**src/rtl/gpio4_pkg.sv**
```systemverilog
package gpio4_pkg;
    localparam int PORT_W = 4;
    localparam int BUS_W  = 8;
    localparam int SYNC_N = 2;

    typedef enum logic [1:0] {
        IDX_PINS   = 2'd0,
        IDX_DRIVE  = 2'd1,
        IDX_INVERT = 2'd2,
        IDX_DIR    = 2'd3
    } reg_idx_e;

    typedef struct packed {
        logic [PORT_W-1:0] drive;
        logic [PORT_W-1:0] invert;
        logic [PORT_W-1:0] dir;
    } ctl_regs_t;

    localparam logic [BUS_W-1:0] RST_DRIVE  = '1;
    localparam logic [BUS_W-1:0] RST_INVERT = '0;
    localparam logic [BUS_W-1:0] RST_DIR    = '1;
endpackage

```
**src/rtl/gpio4_sync.sv**
```systemverilog
module gpio4_sync #(
    parameter int W      = 4,
    parameter int STAGES = 2
) (
    input  logic         clk,
    input  logic         rst_n,
    input  logic [W-1:0] async_in,
    output logic [W-1:0] sync_out
);
    logic [W-1:0] stage_d [STAGES];
    logic [W-1:0] stage_q [STAGES];

    always_comb begin
        stage_d[0] = async_in;
        for (int i = 1; i < STAGES; i++) begin
            stage_d[i] = stage_q[i-1];
        end
    end

    always_ff @(posedge clk or negedge rst_n) begin
        if (!rst_n) begin
            for (int i = 0; i < STAGES; i++) stage_q[i] <= '1;
        end else begin
            for (int i = 0; i < STAGES; i++) stage_q[i] <= stage_d[i];
        end
    end

    assign sync_out = stage_q[STAGES-1];
endmodule

```
**src/rtl/gpio4_regs.sv**
```systemverilog
module gpio4_regs
    import gpio4_pkg::*;
(
    input  logic              clk,
    input  logic              rst_n,
    input  logic              wr_en,
    input  logic [1:0]        reg_idx,
    input  logic [PORT_W-1:0] wr_bits,
    output ctl_regs_t         regs
);
    ctl_regs_t regs_d, regs_q;

    always_comb begin
        regs_d = regs_q;
        if (wr_en) begin
            case (reg_idx_e'(reg_idx))
                IDX_DRIVE:  regs_d.drive  = wr_bits;
                IDX_INVERT: regs_d.invert = wr_bits;
                IDX_DIR:    regs_d.dir    = wr_bits;
                default:    regs_d        = regs_q;
            endcase
        end
    end

    always_ff @(posedge clk or negedge rst_n) begin
        if (!rst_n) begin
            regs_q.drive  <= RST_DRIVE[PORT_W-1:0];
            regs_q.invert <= RST_INVERT[PORT_W-1:0];
            regs_q.dir    <= RST_DIR[PORT_W-1:0];
        end else begin
            regs_q <= regs_d;
        end
    end

    assign regs = regs_q;
endmodule

```
**src/rtl/gpio4_rdport.sv**
```systemverilog
module gpio4_rdport
    import gpio4_pkg::*;
(
    input  logic              clk,
    input  logic              rst_n,
    input  logic              rd_en,
    input  logic [1:0]        reg_idx,
    input  logic [PORT_W-1:0] pins_sync,
    input  ctl_regs_t         regs,
    output logic [BUS_W-1:0]  rd_data
);
    localparam int UP_W = BUS_W - PORT_W;

    logic [BUS_W-1:0] rd_d, rd_q;
    logic [BUS_W-1:0] sel_val;

    always_comb begin
        case (reg_idx_e'(reg_idx))
            IDX_PINS:   sel_val = {{UP_W{1'b1}}, pins_sync ^ regs.invert};
            IDX_DRIVE:  sel_val = {RST_DRIVE[BUS_W-1:PORT_W], regs.drive};
            IDX_INVERT: sel_val = {RST_INVERT[BUS_W-1:PORT_W], regs.invert};
            default:    sel_val = {RST_DIR[BUS_W-1:PORT_W], regs.dir};
        endcase
        rd_d = rd_en ? sel_val : rd_q;
    end

    always_ff @(posedge clk or negedge rst_n) begin
        if (!rst_n) rd_q <= '0;
        else        rd_q <= rd_d;
    end

    assign rd_data = rd_q;
endmodule

```
**src/rtl/gpio4_regbank.sv**
```systemverilog
module gpio4_regbank
    import gpio4_pkg::*;
(
    input  logic              clk,
    input  logic              rst_n,
    input  logic [1:0]        reg_idx,
    input  logic              wr_en,
    input  logic [BUS_W-1:0]  wr_data,
    input  logic              rd_en,
    output logic [BUS_W-1:0]  rd_data,
    input  logic [PORT_W-1:0] pin_in,
    output logic [PORT_W-1:0] pin_out,
    output logic [PORT_W-1:0] pin_oe
);
    ctl_regs_t         regs;
    logic [PORT_W-1:0] pins_sync;
    logic              unused_hi;

    assign unused_hi = ^wr_data[BUS_W-1:PORT_W];

    gpio4_sync #(.W(PORT_W), .STAGES(SYNC_N)) sync_i (
        .clk      (clk),
        .rst_n    (rst_n),
        .async_in (pin_in),
        .sync_out (pins_sync)
    );

    gpio4_regs regs_i (
        .clk     (clk),
        .rst_n   (rst_n),
        .wr_en   (wr_en),
        .reg_idx (reg_idx),
        .wr_bits (wr_data[PORT_W-1:0]),
        .regs    (regs)
    );

    gpio4_rdport rdport_i (
        .clk       (clk),
        .rst_n     (rst_n),
        .rd_en     (rd_en),
        .reg_idx   (reg_idx),
        .pins_sync (pins_sync),
        .regs      (regs),
        .rd_data   (rd_data)
    );

    always_comb begin
        pin_oe  = ~regs.dir;
        pin_out = regs.drive & ~regs.dir;
    end
endmodule

```
**config.mk**
```make
export PLATFORM = sky130hd
export DESIGN_NAME = gpio4_regbank
export DESIGN_NICKNAME = d
export VERILOG_FILES = /design/src/rtl/gpio4_pkg.sv /design/src/rtl/gpio4_sync.sv /design/src/rtl/gpio4_regs.sv /design/src/rtl/gpio4_rdport.sv /design/src/rtl/gpio4_regbank.sv
export SDC_FILE = /design/constraint.sdc
export NUM_CORES = 1
export LEC_CHECK = 0
export ABC_AREA = 0
export BUFFER_PORTS_ARGS = -buffer_cell sky130_fd_sc_hd__buf_4
export CORE_MARGIN = 2
export CORE_UTILIZATION = 53
export CTS_CLUSTER_DIAMETER = 80
export CTS_CLUSTER_SIZE = 16
export DETAILED_ROUTE_END_ITERATION = 8
export PLACE_DENSITY_LB_ADDON = 0.05
export SETUP_SLACK_MARGIN = 0.3
export SLEW_MARGIN = 15
export SYNTH_ARGS = -nofsm -noshare
export SYNTH_HDL_FRONTEND = slang
export SYNTH_SLANG_ARGS = --single-unit
```
**constraint.sdc**
```tcl
create_clock -name clk -period 2.5 [get_ports clk]
set_input_delay 0.125 -clock clk [delete_from_list [all_inputs] [get_ports clk]]
set_output_delay 0.125 -clock clk [all_outputs]
set_load 0.01 [all_outputs]
```
After elaboration in Yosys (flattened, before gate mapping)

Cells that the tools add are included.

Register bits: 28
Input port bits: 18

Multiplexer cells: 1
Equal/unequal tests: 3
Bitwise gates (word level): 3
Reductions and logical operators: 4

Operators with widths:

| operator           | number |
|---|---|
| $pmux 8 s3         | 1 |
| $reduce_and 2->1   | 3 |
| $and 4x4->4        | 1 |
| $eq 2x2->1 const B | 2 |
| $not 4->4          | 1 |
| $xor 4x4->4        | 1 |
| $eq 2x1->1 const B | 1 |
| $logic_not 2->1    | 1 |

Logic depth before layout (Yosys ltp)

Gate-level depths: netlist (run 1).

Word-level depth: 2
Mapped depth: 4
Depth with buffers taken out: 3

Hierarchy

Synthesis (run 1) repeated with hierarchy kept, for this count alone.

Cell total of the unflattened synthesis: 90
Area, all modules: 1134.8 um^2

Modules (own cells, without submodules):

| module        | cells each | area an instance (um^2) | instances | sequential area each (um^2) |
|---|---|---|---|---|
| gpio4_regs    | 27         | 465.4                   | 1         | 310.3 |
| gpio4_rdport  | 47         | 419.2                   | 1         | 125.1 |
| gpio4_sync    | 8          | 210.2                   | 1         | 210.2 |
| gpio4_regbank | 8          | 40.0                    | 1         | 0.0 |

Worst setup path before layout (run 1)

OpenSTA, ideal clock, no wires.

Path type: register -> register
Start: reg sync_i.stage_q, in the netlist sync_i.sync_out[0]
End: reg rdport_i.rd_q[0], in the netlist rdport_i.rd_data[0]
Arrival time: 0.895 ns
Slack: 1.504 ns
Cell stages (with the launch flop): 4
Required time: 2.399 ns
Period minus slack after synthesis: 0.996 ns
Cell sequence: dfstp_2 > nor2b_1 > nor3_1 > o32ai_1

Cells in the longest elaborated chain, start to end: 2

Ends and longest elaborated chain:

| item                 | RTL line           | text |
|---|---|---|
| start, declared      | gpio4_sync.sv:11   | `logic [W-1:0] stage_q [STAGES];` |
| $xor 4x4->4          | gpio4_rdport.sv:19 | `IDX_PINS: sel_val = {{UP_W{1'b1}}, pins_sync ^ regs.invert};` |
| $pmux 8 s3           | gpio4_rdport.sv:18 | `case (reg_idx_e'(reg_idx))` |
| end signal, assigned | gpio4_rdport.sv:29 | `else rd_q <= rd_d;` |
| end, declared        | gpio4_rdport.sv:14 | `logic [BUS_W-1:0] rd_d, rd_q;` |

Every way passes these cells.
A chain may end at the register's enable or synchronous reset.

Worst setup path after layout (run 1)

Start: reg regs_i.regs_q[9], in the netlist regs_i.regs[9]
End: out pin_out[1]

Cells in the longest elaborated chain, start to end: 1

Ends and longest elaborated chain:

| item                   | RTL line            | text |
|---|---|---|
| start, declared        | gpio4_regs.sv:11    | `ctl_regs_t regs_d, regs_q;` |
| start signal, assigned | gpio4_regs.sv:31    | `regs_q <= regs_d;` |
| $and 4x4->4            | gpio4_regbank.sv:49 | `pin_out = regs.drive & ~regs.dir;` |
| end, declared          | gpio4_regbank.sv:12 | `output logic [PORT_W-1:0] pin_out,` |

Every way passes these cells.

==> results of run 1 <==
-- cells in the mapped netlist, drive strengths merged --
library cell	instances	share of area, %
a21oi	5	2.3
and2b	2	1.4
buf	5	3.4
clkbuf	1	0.34
dfrtp	9	21
dfstp	16	38
inv	8	2.7
mux2	12	12
nand2	2	0.68
nand2b	2	1.1
nand3	1	0.91
nand3b	5	3.4
nor2	1	0.34
nor2b	7	4.0
nor3	4	1.8
o21ai	4	1.8
o32ai	4	3.2
or2b	2	1.4
-- stage by stage --
step           cells  setup slack [ns]  cell area [µm²]  hold slack, ns
5_1_grt          149              1.18             1380          0.0324
2_1_floorplan     90              1.50             1100          -0.171
4_1_cts          149              1.24             1380          0.0450
3_3_place_gp     140              1.38             1310          0.0374
3_5_place_dp     140              1.39             1310          0.0392
6_report         149              1.25             1380          0.0497
-- cell type report --
cell class,instances,area share [%]
clock buffer,4,1.90
inverter,8,2.17
multi-input combinational,51,27.5
sequential,25,46.7
tap,27,2.44
timing repair buffer,34,19.3
-- layer usage --
metal / global-route usage (%) / up-vias
li1: - / 370
met1: 24.1 / 375
met2: 27.5 / 25
met3: 2.73 / 5
met4: 6.94 / 0
met5: 0 / -
-- state kept, by name, indices dropped and copies added, names as in the netlist --
name	flops
rdport_i.rd_data	5
regs_i.regs	12
sync_i.sync_out	4
sync_i.stage_d	4
-- kinds of logic (layout without fill, tap and decap cells) --
family | count (synthesis) | count (layout)
muxes | 12 | 12
DFF | 25 | 25
AOI/OAI and AO/OA | 13 | 13
and+or+nand+nor | 26 | 26
buffers and inverters | 14 | 46
-- how the worst min path moves through the flow --
stage | cells past startpoint | start | slack [ns] | endpoint
after global routing | 2 | wr_data[2] | 0.03 | regs_i.regs[6]
after floorplan | 0 | rst_n | -0.17 | rdport_i.rd_data[0]
after CTS | 2 | wr_data[2] | 0.05 | regs_i.regs[6]
after global placement | 1 | rst_n | 0.04 | rdport_i.rd_data[3]
final | 2 | wr_data[2] | 0.05 | regs_i.regs[6]
after detailed placement | 1 | rst_n | 0.04 | rdport_i.rd_data[3]
-- power breakdown --
part           internal [mW]  switching [mW]
combinational          0.126          0.0896
sequential             0.483          0.0377
clock                 0.0624           0.109
total                  0.671           0.237
-- critical path, cell delays in order (launching register included) --
cell and delay [ns]:
dfstp_2 0.56, nor2b_1 0.13, buf_4 0.13
-- repair_timing --
item                                   in CTS  in global routing
endpoints found under the hold margin      29                  0
setup endpoints to repair                   0                  0
hold buffers                                5                  0
setup buffers                               0                  0
==> metrics.txt, run 1 <==
Synth Area in Adders=0%; DR top layer=met4; ANT nets after route=0; cts bufs inserted=3; clock-pin transition on the worst setup and hold timing paths=0.12 ns; final worst-path cycle share=50.2%; Critical Path RT=2.38 ns; Fill cells=169; critical path class=reg -> out; TritonCTS Sinks=25; Final Hold Viols=0; n_diodes=0; Seq. cell area=~650 µm²; vias in the first global route=728; vias=775; final WL=1.91 mm; CTS H-Tree Depth=1; Worst Reg-to-Reg Cells=3; Slew Limit Fails=0; All-Layer GR Usage=17.4%; number of I/O port buffers=29; DR vias/cell=between 5 and 6; Area Overhead vs Synth=26.1%; Initial Util=55.9%; final core utilization=between 70% and 80%; Critical Path AT=1.13 ns; syn_area_per_cell=about 12 µm²; largest net degree at the start of global routing=26; clock tree buffer depth=2; Post-DP HPWL=1.34 mm; relative slew slack=79.8%; GRT overflow=0; r2r setup slk=1.42 ns; Die X-Extent=49.5 µm; power density over the cells=656 nW/µm²; Synth Area in Simple Gates=15.1%; DIE HEIGHT=49.5 µm; Residual DRC=0; Critical Path Sink=pin_out[1]; Post-Synth XOR/XNOR Area=0%; Met3 Wirelength=106 µm; final setup fails=0; Hold Crit Class=in -> reg; M1 WL=roughly 910 µm; wire length per cell=12.8 µm; Multi-input gate area=~380 µm²; Post-Route Skew=0.000969 ns; Post-Syn Instances=90; mux contribution to synthesized area=12.3%; outcome=completed; die area=2450 µm²; CTS tree=built; Crit. End Element=output pin; Unique masters post-synth=18; worst r2r src=sync_i.sync_out[3]; drt first pass iters=2; Synth Area in Compound Gates=7.30%; most frequent cells in the layout=buf_4, dfstp_2, mux2_2, dfrtp_1, inv_1; first-pass GRT wire length=3.17 mm; Ys Warns=0; sequential fraction of the synthesis area=between 50% and 60%; Max Fanout on Critical Path=3; initial DRC count=1; RSZ-0062 raised after global routing=false; Worst-Skew Late Latency=around 0.31 ns; layout cells sized above 1=50.0%; total power=908 µW; Leak Pwr=0.611 nW; core area=1960 µm²; largest family of logic cells by synthesized area=simple AND/OR/NAND/NOR gates; fin crit period=between 1 and 1.5 ns; fmax=797 MHz; FF+latch count, synth=25; Nets=141; cts repair resizes=0; setup_tns=0 ns; Critical path origin=regs_i.regs[9]; Max-Cap Viols=0; type of origin of the critical path=flip-flop; syn nets=between 100 and 150; # IOs=34; row count=16; Root Driver=clkbuf_4; worst vdd ir=470 µV; mapped cell area=1100 µm²; WL met2=861 µm; reg2reg end=rdport_i.rd_data[3]; Worst Tran Pin Value=0.302 ns; GP Congestion=0.727; initial antenna violation count=0; commonest non-fill, non-tap cell in the layout=buf_4
Note: power is estimated with default switching activity, not from simulation.
==> inputs of run 2 (changes only) <==
--- a/config.mk
+++ b/config.mk
@@ -8,7 +8,7 @@
 export ABC_AREA = 0
 export BUFFER_PORTS_ARGS = -buffer_cell sky130_fd_sc_hd__buf_4
 export CORE_MARGIN = 2
-export CORE_UTILIZATION = 53
+export CORE_UTILIZATION = 44
 export CTS_CLUSTER_DIAMETER = 80
 export CTS_CLUSTER_SIZE = 16
 export DETAILED_ROUTE_END_ITERATION = 8
==> constraint.sdc (replaced) <==
create_clock -name clk -period 1.1 [get_ports clk]
set_input_delay 0.055 -clock clk [delete_from_list [all_inputs] [get_ports clk]]
set_output_delay 0.055 -clock clk [all_outputs]
set_load 0.01 [all_outputs]
==> run 2 against run 1 <==
Against the previous run:
- the flow now finishes with violations (negative setup slack)
- final area rose by 19%
- total power rose to 2.6 times the previous value
- die area rose by 19%
- count of clock-buffer cells in the layout did not move
- combinational power rose to 3.3 times the previous value
- largest power group unchanged
- clock power rose by 130%
- sequential cell count did not move
- routed wire length rose by 28%
- non-clock buffer count rose by 11
- worst hold slack got worse by 0.014 ns
- cell count rose by 9.4%
- global-route usage rose by 1.1 points
==> metrics.txt, run 2 (synthesis gave the netlist of run 1 again) <==
outcome=finished, violations left; violations in the final reports=negative setup slack; Leak Pwr=0.737 nW; vias=819; first-pass GRT wire length=3.73 mm; Hold Crit Class=in -> reg; Slew Limit Fails=0; Worst-Skew Late Latency=0.31 ns; fin crit period=1.17 ns; crit path max-delay cell type=dfstp_2; number of I/O port buffers=29; # IOs=34; number of flip-flops under the largest register name=12; Critical Path RT=around 1.0 ns; row count=18; Nets=152; slowest stage delay, CP=approximately 0.57 ns; Layout Cells excl Fill=163; most frequent cells in the layout=buf_4, buf_6, dfstp_2, dlygate4sd3_1, dfrtp_1; worst r2r src=regs_i.regs[9]; Max Fanout on Critical Path=2; GP Congestion=0.710; power density over the cells=1420 nW/µm²; DR vias/cell=about 5.0; core area=2410 µm²; Die X-Extent=53.9 µm; largest net degree at the start of global routing=26; Post-Route Skew=0.000557 ns; Root Driver=clkbuf_4; initial DRC count=11; n_diodes=0; DP Cell Count=approximately 150; Post-DP HPWL=around 1.5 mm; worst vdd ir=919 µV; final worst-path cycle share=106%; fmax=between 800 and 900 MHz; cts bufs inserted=3; clock-pin transition on the worst setup and hold timing paths=0.13 ns; Max-Cap Viols=0; final core utilization=68.1%; final setup fails=10; Critical Path AT=about 1.1 ns; layout cells sized above 1=between 60% and 70%; CTS H-Tree Depth=1; TritonCTS Sinks=25; Worst Tran Pin Value=0.303 ns; critical path class=reg -> out; clock tree buffer depth=2; relative slew slack=~80%; Crit. End Element=output pin; hold wc startpoint=rd_en; Residual DRC=0; final WL=between 2 and 2.5 mm; total power=around 2.3 mW; DIE HEIGHT=roughly 54 µm; crit-path cells=nor2b_4, buf_6; CTS tree=built; ANT nets after route=0; initial antenna violation count=0; setup_tns=-0.362 ns; vias in the first global route=795; Final Hold Viols=0; wire length per cell=15.0 µm; Critical path origin=regs_i.regs[11]; drt first pass iters=4; GRT overflow=0; Worst Setup Slack, final=-0.0691 ns; Area Overhead vs Synth=49.6%; die area=2910 µm²; Initial Util=45.5%; RSZ-0062 raised after global routing=true; type of origin of the critical path=flip-flop; All-Layer GR Usage=about 18%
==> run 2: cell type report <==
| class | instances | area (µm²) |
|---|---|---|
| Multi-Input combinational cell | 51 | 472 |
| Tap cell | 30 | 37.5 |
| Inverter | 8 | 30.0 |
| Clock buffer | 4 | 26.3 |
| Sequential cell | 25 | 647 |
| Timing Repair Buffer | 45 | 429 |
| Fill cell | 207 | 768 |
==> run 2: final timing paths <==
check	endpoint	slack, ns	cells past startpoint
min in group asynchronous	rdport_i.rd_data[3]	0.16	2
hold / removal	rdport_i.rd_data[6]	0.04	3
max in group asynchronous	sync_i.sync_out[2]	0.65	2
setup / recovery	pin_out[3]	-0.07	2
setup reg to reg	rdport_i.rd_data[1]	-0.02	4
hold reg to reg	sync_i.sync_out[0]	0.37	0
==> run 2: timing repair <==
action,in CTS,in global routing
endpoints found under the setup margin,20,26
hold buffers,11,0
pin swaps,4,3
gates cloned,0,0
gates resized for setup,21,20
hold endpoints to repair,44,0
setup buffers,2,1
==> run 2: power by group <==
| part | internal (mW) | switching, mW | total (mW) | leakage, nW |
|---|---|---|---|---|
| sequential | 1.10 | 0.119 | 1.22 | 0.273 |
| clock | 0.141 | 0.255 | 0.396 | 0.0150 |
| combinational | 0.456 | 0.254 | 0.710 | 0.448 |
| total | 1.70 | 0.628 | 2.33 | 0.737 |
==> run 2: worst max-delay path: cells and delay by family, from the launching register on <==
kind / cells / cell delay (ns)
buffers and inverters: 1 / 0.10
DFF: 1 / 0.57
and+or+nand+nor: 1 / 0.14
==> run 2: stage by stage <==
stage | setup slack, ns | area (µm²) | hold slack [ns]
2_1_floorplan | 0.119 | 1100 | -0.241
3_3_place_gp | 0.0679 | 1330 | -0.0291
3_5_place_dp | 0.0404 | 1330 | -0.0297
4_1_cts | -0.0999 | 1540 | 0.0187
5_1_grt | -0.132 | 1640 | 0.0394
6_report | -0.0691 | 1640 | 0.0361
==> run 2: routing by layer <==
layer	track usage (%)	vias up	share of wire (%)
met5	0	-	0
met4	6.41	0	0.53
met3	2.50	2	4.5
met2	32.3	24	53
met1	23.2	405	42
li1	-	388	-
